$ cat config.mk
export PLATFORM = sky130hd
export DESIGN_NAME = ext_trig_counter
export DESIGN_NICKNAME = d
export VERILOG_FILES = /design/src/rtl/etr_pkg.sv /design/src/rtl/etr_sync.sv /design/src/rtl/etr_filter.sv /design/src/rtl/etr_presc.sv /design/src/rtl/ext_trig_counter.sv
export SDC_FILE = /design/constraint.sdc
export NUM_CORES = 1
export LEC_CHECK = 0
export ABC_AREA = 1
export CORE_MARGIN = 2
export CORE_UTILIZATION = 50
export DETAILED_ROUTE_END_ITERATION = 8
export PLACE_DENSITY = 0.75
export SETUP_SLACK_MARGIN = 0.05
export SKIP_CTS_REPAIR_TIMING = 1
export SYNTH_ARGS = -nofsm -noshare
export SYNTH_HDL_FRONTEND = slang
export SYNTH_SLANG_ARGS = --single-unit
$ cat constraint.sdc
create_clock -name clk_i -period 1.8 [get_ports clk_i]
set_input_delay 0.36 -clock clk_i [delete_from_list [all_inputs] [get_ports clk_i]]
set_output_delay 0.36 -clock clk_i [all_outputs]
set_load 0.03 [all_outputs]
$ cat src/rtl/etr_pkg.sv
package etr_pkg;
  typedef enum logic [1:0] {
    PSC_DIV1 = 2'b00,
    PSC_DIV2 = 2'b01,
    PSC_DIV4 = 2'b10,
    PSC_DIV8 = 2'b11
  } psc_e;

  // reload value of filter down-counter = required samples - 1
  function automatic logic [2:0] filt_reload(input logic [3:0] f);
    case (f)
      4'd0:    return 3'd0;
      4'd1:    return 3'd1;
      4'd2:    return 3'd3;
      default: return 3'd7;
    endcase
  endfunction

  function automatic logic [2:0] psc_limit(input logic [1:0] p);
    return 3'((4'd1 << p) - 4'd1);
  endfunction
endpackage

$ cat src/rtl/etr_sync.sv
module etr_sync #(
  parameter int STAGES = 2,
  parameter int WARM   = 4
) (
  input  logic clk_i,
  input  logic rst_ni,
  input  logic pin_i,
  input  logic inv_i,
  output logic lvl_o,
  output logic ready_o
);
  localparam int WARM_W = $clog2(WARM + 1);

  logic [STAGES-1:0] sync_q;
  logic [WARM_W-1:0] warm_q;

  always_ff @(posedge clk_i or negedge rst_ni) begin
    if (!rst_ni) sync_q <= '0;
    else         sync_q <= {sync_q[STAGES-2:0], pin_i};
  end

  always_ff @(posedge clk_i or negedge rst_ni) begin
    if (!rst_ni)                        warm_q <= '0;
    else if (warm_q != WARM_W'(WARM))   warm_q <= warm_q + 1'b1;
  end

  assign lvl_o   = sync_q[STAGES-1] ^ inv_i;
  assign ready_o = (warm_q == WARM_W'(WARM));

  // once warmed up, stays warmed up until reset
  a_r11_ready_sticky: assert property (@(posedge clk_i) disable iff (!rst_ni)
    ready_o |=> ready_o);
endmodule

$ cat src/rtl/etr_filter.sv
module etr_filter
  import etr_pkg::*;
(
  input  logic       clk_i,
  input  logic       rst_ni,
  input  logic       lvl_i,
  input  logic       ready_i,
  input  logic [3:0] cfg_i,
  output logic       lvl_o
);
  logic [2:0] cnt_q;
  logic       out_q;
  logic [2:0] reload;

  assign reload = filt_reload(cfg_i);

  always_ff @(posedge clk_i or negedge rst_ni) begin
    if (!rst_ni) begin
      out_q <= 1'b0;
      cnt_q <= '0;
    end else if (!ready_i || lvl_i == out_q) begin
      if (!ready_i) out_q <= lvl_i;  // preload from settled pin
      cnt_q <= reload;
    end else if (cnt_q == '0) begin
      out_q <= lvl_i;
      cnt_q <= reload;
    end else begin
      cnt_q <= cnt_q - 1'b1;
    end
  end

  assign lvl_o = (cfg_i == 4'd0) ? lvl_i : out_q;

  // a disagreeing sample before the count runs out leaves the level alone
  a_r5_hold_until_run: assert property (@(posedge clk_i) disable iff (!rst_ni)
    (ready_i && lvl_i != out_q && cnt_q != '0) |=> $stable(out_q));
endmodule

$ cat src/rtl/etr_presc.sv
module etr_presc
  import etr_pkg::*;
(
  input  logic       clk_i,
  input  logic       rst_ni,
  input  logic       lvl_i,
  input  logic       ready_i,
  input  logic [1:0] psc_i,
  output logic       tick_o
);
  logic       prev_q;
  logic [1:0] psc_q;
  logic [2:0] cnt_q;
  logic       rise, same, wrap;
  logic [2:0] lim;

  assign lim  = psc_limit(psc_i);
  assign rise = ready_i & lvl_i & ~prev_q;
  assign same = (psc_i == psc_q);
  assign wrap = (cnt_q == lim);

  always_ff @(posedge clk_i or negedge rst_ni) begin
    if (!rst_ni) begin
      prev_q <= 1'b0;
      psc_q  <= PSC_DIV1;
      cnt_q  <= '0;
    end else begin
      prev_q <= lvl_i;
      psc_q  <= psc_i;
      if (!same)     cnt_q <= '0;       // new divider: restart group
      else if (rise) cnt_q <= wrap ? '0 : cnt_q + 1'b1;
    end
  end

  assign tick_o = rise & same & wrap;

  a_r10_tick_single: assert property (@(posedge clk_i) disable iff (!rst_ni)
    tick_o |=> !tick_o);
  a_r3_group_in_range: assert property (@(posedge clk_i) disable iff (!rst_ni)
    same |-> cnt_q <= lim);
endmodule

$ cat src/rtl/ext_trig_counter.sv
module ext_trig_counter #(
  parameter int CNT_W       = 16,
  parameter int SYNC_STAGES = 2
) (
  input  logic             clk_i,
  input  logic             rst_ni,
  input  logic             pin_i,
  input  logic             ext_mode_i,
  input  logic             pol_i,
  input  logic [1:0]       psc_i,
  input  logic [3:0]       filt_i,
  input  logic             cen_i,
  output logic             tick_o,
  output logic [CNT_W-1:0] cnt_o
);
  localparam int WARM = SYNC_STAGES + 2;

  logic sync_lvl, ready, filt_lvl, tick;
  logic [CNT_W-1:0] cnt_q;

  etr_sync #(.STAGES(SYNC_STAGES), .WARM(WARM)) u_sync (
    .clk_i, .rst_ni, .pin_i, .inv_i(pol_i), .lvl_o(sync_lvl), .ready_o(ready));

  etr_filter u_filt (
    .clk_i, .rst_ni, .lvl_i(sync_lvl), .ready_i(ready), .cfg_i(filt_i),
    .lvl_o(filt_lvl));

  etr_presc u_psc (
    .clk_i, .rst_ni, .lvl_i(filt_lvl), .ready_i(ready), .psc_i,
    .tick_o(tick));

  always_ff @(posedge clk_i or negedge rst_ni) begin
    if (!rst_ni)                               cnt_q <= '0;
    else if (cen_i && (!ext_mode_i || tick))   cnt_q <= cnt_q + 1'b1;
  end

  assign tick_o = tick;
  assign cnt_o  = cnt_q;

  a_r8_hold_when_off: assert property (@(posedge clk_i) disable iff (!rst_ni)
    !cen_i |=> $stable(cnt_o));
  a_r7_ext_needs_tick: assert property (@(posedge clk_i) disable iff (!rst_ni)
    (ext_mode_i && !tick_o) |=> $stable(cnt_o));
  a_r9_wraps_to_zero: assert property (@(posedge clk_i) disable iff (!rst_ni)
    (cen_i && !ext_mode_i && cnt_o == '1) |=> cnt_o == '0);
endmodule

# Yosys cells after proc, flatten, opt, wreduce, memory -nomap -nowiden
# Cells that the tools add are included.
# op_classes
add_sub_neg	5
eq_ne	9
shift	1
mux	10
n_bitwise	6
reduce_logical	9
# op_table
operator	n
16-bit by 1-bit adder with 16-bit output, second input constant	1
3-bit two-way mux	5
3-bit case mux with 3 select lines	1
3-bit by 1-bit adder with 3-bit output, second input constant	2
3-bit by 1-bit subtractor with 3-bit output, second input constant	2
1-bit bitwise AND	4
4-bit by 1-bit equality test with 1-bit output, second input constant	1
4-bit by 2-bit equality test with 1-bit output, second input constant	1
4-bit zero test	1
1-bit two-way mux	4
3-bit equality test	1
3-bit equality test, second input constant	1
3-bit zero test	1
3-bit != test, second input constant	1
1-bit by 2-bit left shift with 3-bit output, first input constant	1
2-bit equality test	1
1-bit zero test	2
1-bit logical OR	2
2-bit by 1-bit != test with 1-bit output, second input constant	1
2-bit != test, second input constant	1
2-bit AND reduction	1
2-bit nonzero test	1
1-bit equality test	1
1-bit logical AND	1
other kinds (2)	2
# word_totals
register_bits	31
in_bits	12
output_inout_bits	17
word_cells	48

# Logic depth before layout (Yosys ltp)
# Gate-level depths: netlist of run 1.
# logic_depth
ltp_word	8
depth_mapped	12
depth_no_buf	11

# By module
# A second synthesis of run 1 with hierarchy kept.
# hier_totals
cells_unflattened	218
area_unflattened_um2	1761.7
# by_module_without_submodules
module	n_inst	cells_per_inst	area_per_inst_um2	seq_area_each_um2
ext_trig_counter	1	106	879.6	400.4
etr_presc	1	48	375.4	150.1
etr_filter	1	41	285.3	100.1
etr_sync	1	23	221.5	125.1

# Worst setup path before layout of run 1
# Ideal clock, no wire load.
# synth_path
path_type	register to register
startpoint	register cnt_q[0] (netlist: cnt_o[0])
endpoint	register cnt_q[10] (netlist: cnt_o[10])
setup_time_ps	118
t_arrival_ps	1543
t_required_ps	1682
setup_slack_ps	139
path_stages_with_launch	9
n_path_buf	0
synth_period_minus_slack_ps	1661
path_cell_list	dfrtp_1 -> ha_1 -> nand2_1 -> nor2_1 -> nand2_1 -> nor3_1 -> nand2_1 -> nand2_1 -> nand2_1
# synth_between
elab_chain_len	1
# synth_lines
element	line_no	text
from (decl)	ext_trig_counter.sv:19	logic [CNT_W-1:0] cnt_q;
from (signal assigned)	ext_trig_counter.sv:34	else if (cen_i && (!ext_mode_i || tick)) cnt_q <= cnt_q + 1'b1;
16-bit by 1-bit adder with 16-bit output	ext_trig_counter.sv:34	
# Every way passes these cells.
# A chain may end at the register's enable or synchronous reset.

# Worst setup path after layout of run 1
# layout_path
startpoint	register u_sync.warm_q[0]
endpoint	output port tick_o
# layout_between
elab_chain_len	5
# layout_lines
element	line_no	text
from (decl)	etr_sync.sv:15	logic [WARM_W-1:0] warm_q;
from (signal assigned)	etr_sync.sv:24	else if (warm_q != WARM_W'(WARM)) warm_q <= warm_q + 1'b1;
3-bit equality test	etr_sync.sv:28	assign ready_o = (warm_q == WARM_W'(WARM));
1-bit bitwise AND (2 in a row)	etr_presc.sv:18	assign rise = ready_i & lvl_i & ~prev_q;
1-bit bitwise AND (2 in a row)	etr_presc.sv:35	assign tick_o = rise & same & wrap;
to (decl)	ext_trig_counter.sv:13	output logic tick_o,
# Every way passes these cells.

==> results.toml, run 1 <==
[floorplanning]
rows = 21
die_w_um = 63.7
dieHeight_um = 63.7
start_util_pct = 52.5
core_region_area_um2 = 3390
io_pins = 29
dieArea_um2 = 4050

[cts]
cts_root_buf = "clkbuf_4"
cts_made_buffers = 5
clock_sinks = 31
ctsHtreeMaxLevel = 2
clk_latency_ps = 330
cts_tree = "yes"
cts_buffer_depth = 2
clkTransAtPathRegs_ps = 90

[outcome]
violations = "setup timing"
status = "complete, but fails checks"

[setup_path]
worst_r2r_path_depth = 13
cpPeakStageDelay_ps = 410
crit_path_start_kind = "register"
ff2ff_setup_slack_ps = -20
crit_arrival_ps = 1650
r2r_end = "cnt_o[2]"
critPathCaptureType = "primary output"
endpoint = "tick_o"
rr_startpoint = "u_sync.warm_q[0]"
critical_path.slowest_cell = "dfrtp_1"
required_ps = 1440
path_cells = "inv_1 -> ha_2 -> nand2_2 -> nor2_2 -> nand3_2 -> nor2_2 -> nand2_2 -> inv_2 -> buf_6"
startpoint = "u_sync.warm_q[0]"
critical_path.max_fanout = 3
crit_type = "register to primary output"

[routing]
finalWirelength_um = 3920
drt_iter0_markers = 92
antenna_left = 0
viasPerCell = 4.99
dr.pass1.iters = 4
wl_per_cell_um = 12.1
dr_total_vias = 1612
drcViolationCount = 0

[synthesis]
synth_edf_count = 0
synthFlopType = "dfrtp_1"
syn_nets = 246
ys_seq_area_share_pct = 43.6
synth_top_family_by_area = "simple AND/OR/NAND/NOR gates"
synthTopCellsByCount = "nand2_1 (74), dfrtp_1 (31), inv_1 (31), nand3_1 (21), nor2_1 (15)"
yosys-top-cells-area = "dfrtp_1 (44%), nand2_1 (16%), inv_1 (6.5%)"
synthesis.area_um2 = 1780
yosys.cell_types.count = 21
synth_largest_area_cell = "dfrtp_1"
ys_warn_count = 0
synth.avg_cell_area_um2 = 7.80
yosys.area_share.simple_pct = 30.6
synth_most_common_cell = "nand2_1"
synth_compound_area_share_pct = 3.94
async_flop_share_pct = 100
yosysTopAreaCellShare_pct = 43.6
synth.ff_latch_count = 31
synth_xor_area_share_pct = 8.37
synthMuxAreaShare_pct = 0
synthCells = 228
synthAdderAreaFrac_pct = 4.22

[grt]
grt_max_degree = 32
antenna_found_initial = 0
grt_pass1_wl_um = 6290
first_global_vias = 1501
overflow = 0
grtUsageTotal_pct = 19.5

[placed_design]
finalWeightedCongestion = 0.872
io_buffer_count = 28
dpl_cell_area_um2 = 2170
hpwl_um = 2460

[sta]
finalCriticalPeriod_ps = 2010
rsz0062_at_grt = "yes"
hold_viol = 0
relSlewSlack_pct = 71.0
worst_pin_slew_ps = 432
fin_crit_sh_pct = 111
setup_ws_ps = -205
fmax_mhz = 499
finalMaxSlewViolations = 0
fin_skew_ps = 5.21
finalSetupViolations = 8

[layout]
post-route-util_pct = 72.0
diodes = 0
nets = 294
drive_gt1_share_pct = 14.8
syn_to_final_growth_pct = 37.2
fin_area_um2 = 2440

[power]
total_power_mw = 2.01
p_clk_share_pct = 22.9
switchingPower_mw = 0.690
p_seq_share_pct = 44.7
leakage_nw = 1.44
switching_share_pct = 34.2
irDropWorstVdd_v = 0.000613
p_comb_share_pct = 32.5
power.density_nw_per_um2 = 825
intPower_mw = 1.32

[job]
cap_violations = 0

[min_path]
hold_class = "input port to register"
## flip-flops by register name, summed over array words and instances, names as in the netlist
| register | cells |
|---|---|
| u_psc.cnt_q | 3 |
| cnt_o | 16 |
| u_psc.psc_q | 2 |
| u_filt.out_q | 1 |
| u_psc.prev_q | 1 |
| u_sync.warm_q | 3 |
| u_filt.cnt_q | 3 |
| u_sync.sync_q | 2 |
## area by class of cell
| class | instances | area (um2) |
|---|---|---|
| Fill cell | 255 | 948 |
| Multi-Input combinational cell | 162 | 891 |
| Sequential cell | 31 | 776 |
| Timing Repair Buffer | 45 | 532 |
| Inverter | 31 | 116 |
| Clock buffer | 8 | 68.8 |
| Tap cell | 46 | 57.6 |
## cell usage in the layout, fill, tap and decap left out, types with 2 or more instances in the layout
cell	netlist	final
nand2_2	2	5
buf_12	0	2
clkbuf_4	0	5
o21ai_0	10	9
nand3_1	21	20
nand3_2	3	4
dlymetal6s2s_1	0	18
clkbuf_8	0	2
nor2_1	15	13
nor2_2	1	3
buf_4	0	12
clkbuf_16	0	3
dfrtp_1	31	31
clkdlybuf4s50_1	0	9
o22ai_1	2	2
nor3_1	6	6
ha_1	6	5
nand2_1	74	69
nand2_8	0	2
xor2_1	8	8
inv_1	31	30
xnor2_1	9	9
## critical path, delay by kind of cell, from the launching register on
kind	cells	cell delay (ps)
buf+inv	3	250
simple gates	5	480
fa+ha+maj	1	170
flops	1	410
## logic make-up after synthesis
| kind of cell | count (synthesis) |
|---|---|
| xor+xnor | 17 |
| buf+inv | 35 |
| flops | 31 |
| compound gates | 13 |
| simple gates | 126 |
| fa+ha+maj | 6 |
## power groups by stage
stage	Clock, mW	Combinational, mW	Sequential (mW)
floorplan	0	0.302	0.980
global placement	0	0.587	0.908
detailed placement	0	0.597	0.908
CTS	0.474	0.602	0.894
global route	0.510	0.735	0.913
finish	0.461	0.654	0.900
## metal layers
metal,routed length [um],track usage (%)
met1,1720,26.2
met2,1910,30.9
met3,219,3.21
met4,63,8.97
met5,0,0
## through the flow
| stage | setup slack (ps) | hold WS (ps) | cells | TNS, ps |
|---|---|---|---|---|
| finish | -205 | 292 | 323 | -293 |
| global route | -324 | 282 | 323 | -2490 |
| detailed placement | -258 | 343 | 308 | -4100 |
| global placement | -175 | 345 | 308 | -2800 |
| floorplan | 139 | 64.4 | 228 | 0 |
| CTS | -270 | 365 | 316 | -647 |
## worst min-delay path by stage
stage | endpoint | from | slack, ps | cells past startpoint
after floorplan | cnt_o[0] | rst_ni | 60 | 0
after global placement | u_sync.sync_q[1] | u_sync.sync_q[0] | 340 | 0
after detailed placement | u_sync.sync_q[1] | u_sync.sync_q[0] | 340 | 0
after CTS | u_sync.sync_q[1] | u_sync.sync_q[0] | 360 | 0
after global routing | u_psc.psc_q[1] | psc_i[1] | 280 | 1
final | u_psc.psc_q[1] | psc_i[1] | 290 | 1
Power figures use the tool's default switching activity.
==> run 2: changes to the inputs <==
clock period = 2.1 ns   (was 1.8 ns; I/O delays follow)
==> run 2 against run 1 <==
Effect of this change:
- the flow now finishes without violations
- wire length is 12% lower
- die area is the same
- core utilization is 5.0 points lower
- cell count fell by 2.2%
- power fell by 17%
- critical endpoint unchanged
==> results.toml, run 2 (synthesis gave the netlist of run 1 again) <==
[outcome]
status = "complete, no violations"

[power]
total_power_mw = 1.68
leakage_nw = 1.13
power.density_nw_per_um2 = 738
irDropWorstVdd_v = 0.000675

[setup_path]
endpoint = "tick_o"
critical_path.max_fanout = 2
crit_type = "input port to primary output"
startpoint = "filt_i[3]"
crit_path_start_kind = "input port"
rr_startpoint = "u_sync.warm_q[1]"
crit_arrival_ps = 1630
worst_r2r_path_depth = 11
required_ps = 1680
ff2ff_setup_slack_ps = 320
critPathCaptureType = "primary output"
r2r_end = "cnt_o[8]"

[min_path]
min_path_cells = 1
hold_class = "input port to register"

[sta]
hold_ws_ps = 311
fin_crit_sh_pct = 97.4
fin_skew_ps = 7.94
rsz0062_at_grt = "yes"
finalMaxSlewViolations = 0
finalSetupViolations = 0
relSlewSlack_pct = 69.8
worst_pin_slew_ps = 452
finalCriticalPeriod_ps = 2050
hold_viol = 0
fmax_mhz = 489

[cts]
ctsHtreeMaxLevel = 2
clk_latency_ps = 330
cts_buffer_depth = 2
clock_sinks = 31
cts_root_buf = "clkbuf_4"
cts_made_buffers = 5
cts_tree = "yes"
clkTransAtPathRegs_ps = 90

[floorplanning]
dieHeight_um = 63.7
rows = 21
core_region_area_um2 = 3390
start_util_pct = 52.5
dieArea_um2 = 4050
io_pins = 29
die_w_um = 63.7

[layout]
syn_to_final_growth_pct = 27.6
drive_gt1_share_pct = 13.0
layout_commonest_cell = "nand2_1"
largest_register_ffs = 16
fin_area_um2 = 2270
final_cell_mix = "nand2_1 (70), dfrtp_1 (31), inv_1 (28)"
diodes = 0
nets = 287
fillers = 292
post-route-util_pct = 67.0

[grt]
grtUsageTotal_pct = 18.8
overflow = 0
met2_usage_pct = 29.3
grt_pass1_wl_um = 6150
antenna_found_initial = 0
grt_max_degree = 32
first_global_vias = 1416
met1_usage_pct = 26.6
top_usage_layer = "met2"
met3_usage_pct = 3.75

[routing]
wl_per_cell_um = 10.9
dr_total_vias = 1517
antenna_left = 0
drcViolationCount = 0
drt_iter0_markers = 49
dr.pass1.iters = 4
viasPerCell = 4.80
finalWirelength_um = 3430

[placed_design]
hpwl_um = 2490
io_buffer_count = 28
dpl_cell_area_um2 = 2100
finalWeightedCongestion = 0.846

[job]
cap_violations = 0
==> run 2: cell types whose count changed in the layout (fill, tap and decap cells not counted), sizes merged <==
cell	change
clkbuf	-3
buf	-4
dlymetal6s2s	-12
clkdlybuf4s50	+12
==> run 2: through the flow <==
stage / setup TNS, ps / setup WS [ps] / std cells
after floorplan: 0 / 439 / 228
after global placement: -89.6 / -19.0 / 303
after detailed placement: -805 / -77.5 / 303
after CTS: -72.6 / -72.6 / 311
after global routing: -71.8 / -71.8 / 316
final: 0 / 54.5 / 316
==> run 2: cell type report <==
cell class	instances	area, um2	share of cell area, %
inverter	31	116	5.12
clock buffer	8	68.8	3.03
timing repair buffer	38	372	16.4
tap	46	57.6	2.53
multi-input combinational	162	881	38.8
sequential	31	776	34.2
==> run 2: power by group <==
| part | internal [mW] | leakage (nW) | switching [mW] |
|---|---|---|---|
| logic | 0.215 | 0.691 | 0.286 |
| registers | 0.690 | 0.401 | 0.0883 |
| clock network | 0.197 | 0.0386 | 0.199 |
==> run 2: worst min path at each step <==
| stage | from | end | slack, ps |
|---|---|---|---|
| 2_1_floorplan | rst_ni | cnt_o[0] | 120 |
| 3_3_place_gp | u_sync.sync_q[0] | u_sync.sync_q[1] | 330 |
| 3_5_place_dp | u_sync.sync_q[0] | u_sync.sync_q[1] | 340 |
| 4_1_cts | u_sync.sync_q[0] | u_sync.sync_q[1] | 360 |
| 5_1_grt | psc_i[0] | u_psc.psc_q[0] | 310 |
| 6_report | psc_i[0] | u_psc.psc_q[0] | 310 |
==> run 2: worst max-delay path, stage by stage <==
cell and delay, ps:
clkdlybuf4s50_1 430, nor2_1 100, nand2_1 100, nand2_2 100, nand3_2 80, nor2_2 140
nand2_2 80, inv_2 60, buf_6 120
==> run 2: layer usage <==
layer | part of all wire [%] | wire, um
met1 | 49 | 1670
met2 | 46 | 1590
met3 | 3.6 | 122
met4 | 1.5 | 50
met5 | 0 | 0
==> run 3: changes to the inputs <==
RECOVER_POWER = 50   (was unset)
==> run 3 against run 2 <==
Effect of this change:
- non-clock buffer count unchanged
- global-route usage stayed put
- via count did not move
- cell count is the same
- register-to-register slack barely moved
- sequential share of layout area about the same
- sequential power about the same
- critical path depth stayed put
- power hardly changed
- highest routed layer unchanged
==> results.toml, run 3 (synthesis gave the netlist of run 1 again) <==
[outcome]
status = "complete, no violations"

[floorplanning]
core_region_area_um2 = 3390
start_util_pct = 52.5
dieArea_um2 = 4050
die_w_um = 63.7
rows = 21
dieHeight_um = 63.7
io_pins = 29

[sta]
hold_viol = 0
finalMaxSlewViolations = 0
finalCriticalPeriod_ps = 2050
fin_skew_ps = 7.94
finalSetupViolations = 0
worst_pin_slew_ps = 452
fmax_mhz = 489
fin_crit_sh_pct = 97.4
rsz0062_at_grt = "yes"
hold_ws_ps = 347
relSlewSlack_pct = 69.8

[layout]
syn_to_final_growth_pct = 27.5
fillers = 293
instances_no_fill = 316
diodes = 0
multi_input_area_um2 = 881
drive_gt1_share_pct = 13.0
layout_commonest_cell = "nand2_1"
final_cell_mix = "nand2_1 (70), dfrtp_1 (31), inv_1 (28)"
largest_register_ffs = 16
nets = 287
regArea_um2 = 776

[placed_design]
placed_cells = 303
hpwl_um = 2490
finalWeightedCongestion = 0.846
io_buffer_count = 28

[routing]
drcViolationCount = 0
antenna_left = 0
viasPerCell = 4.80
dr.pass1.iters = 4
drt_iter0_markers = 49
wl_per_cell_um = 10.9
finalWirelength_um = 3440
dr_total_vias = 1517

[grt]
top_usage_layer = "met2"
overflow = 0
grt_max_degree = 32
met1_usage_pct = 26.6
met3_usage_pct = 3.75
antenna_found_initial = 0
grt_pass1_wl_um = 6150
grtUsageTotal_pct = 18.8
first_global_vias = 1416
met2_usage_pct = 29.3

[setup_path]
r2r_end = "cnt_o[8]"
critical_path.max_fanout = 2
crit_arrival_ps = 1630
endpoint = "tick_o"
critical_path.slowest_cell = "clkdlybuf4s50_1"
startpoint = "filt_i[3]"
rr_startpoint = "u_sync.warm_q[1]"
crit_top_cell = "nand2_2"
worst_r2r_path_depth = 11
ff2ff_setup_slack_ps = 320
path_cells = "clkdlybuf4s50_1 -> nor2_1 -> nand2_1 -> nand2_2 -> nand3_2 -> nor2_2 -> nand2_2 -> inv_2 -> buf_6"
crit_path_start_kind = "input port"
critPathCaptureType = "primary output"
required_ps = 1680
cpPeakStageDelay_ps = 430
crit_type = "input port to primary output"

[cts]
cts_made_buffers = 5
cts_tree = "yes"
cts_buffer_depth = 2
cts_root_buf = "clkbuf_4"
clkTransAtPathRegs_ps = 90
ctsHtreeMaxLevel = 2
clk_latency_ps = 330
clock_sinks = 31

[power]
power.density_nw_per_um2 = 739
irDropWorstVdd_v = 0.000675
leakage_nw = 1.12

[min_path]
worstHoldStart = "psc_i[1]"
hold_class = "input port to register"

[job]
cap_violations = 0
==> run 3: changes by cell type in the layout (fill, tap and decap cells not counted) <==
cell | before | now
dlymetal6s2s_1 | 6 | 5
clkdlybuf4s25_1 | 0 | 1
==> run 3: power breakdown <==
part / switching [mW] / internal (mW) / leakage, nW
logic: 0.286 / 0.215 / 0.682
registers: 0.0883 / 0.690 / 0.401
clock network: 0.199 / 0.197 / 0.0386
total: 0.573 / 1.10 / 1.12
==> run 3: worst min-delay path by stage <==
stage | to | slack [ps] | depth (start not counted)
4_1_cts | u_sync.sync_q[1] | 360 | 0
2_1_floorplan | cnt_o[0] | 120 | 0
3_5_place_dp | u_sync.sync_q[1] | 340 | 0
3_3_place_gp | u_sync.sync_q[1] | 330 | 0
6_report | u_psc.psc_q[1] | 350 | 1
5_1_grt | u_psc.psc_q[1] | 340 | 1
==> run 3: layer usage <==
metal | wire length [um] | up-vias | share of wire (%)
met5 | 0 | - | 0
met4 | 50 | 0 | 1.5
met3 | 122 | 7 | 3.6
met2 | 1590 | 30 | 46
met1 | 1670 | 695 | 49
li1 | - | 785 | -
==> run 3: worst max-delay path, delay by kind of cell <==
kind                   cells  cell delay [ps]
buffers and inverters      3              610
and+or+nand+nor            6              600
==> run 3: final cells by class <==
type,instances,area share (%)
clock buffer,8,3.03
inverter,31,5.13
multi-input combinational,162,38.8
sequential,31,34.2
tap,46,2.54
timing repair buffer,38,16.3
==> run 3: per-stage QoR <==
stage          cell area, um2  util [%]  total power, mW  TNS, ps  setup WS (ps)
6_report                 2270      66.9             1.68        0           54.5
5_1_grt                  2270      66.9             1.81    -71.8          -71.8
3_3_place_gp             2100      62.1             1.26    -89.6          -19.0
4_1_cts                  2170      64.1             1.68    -72.6          -72.6
2_1_floorplan            1780         -             1.10        0            439
3_5_place_dp             2100      62.1             1.27     -805          -77.5
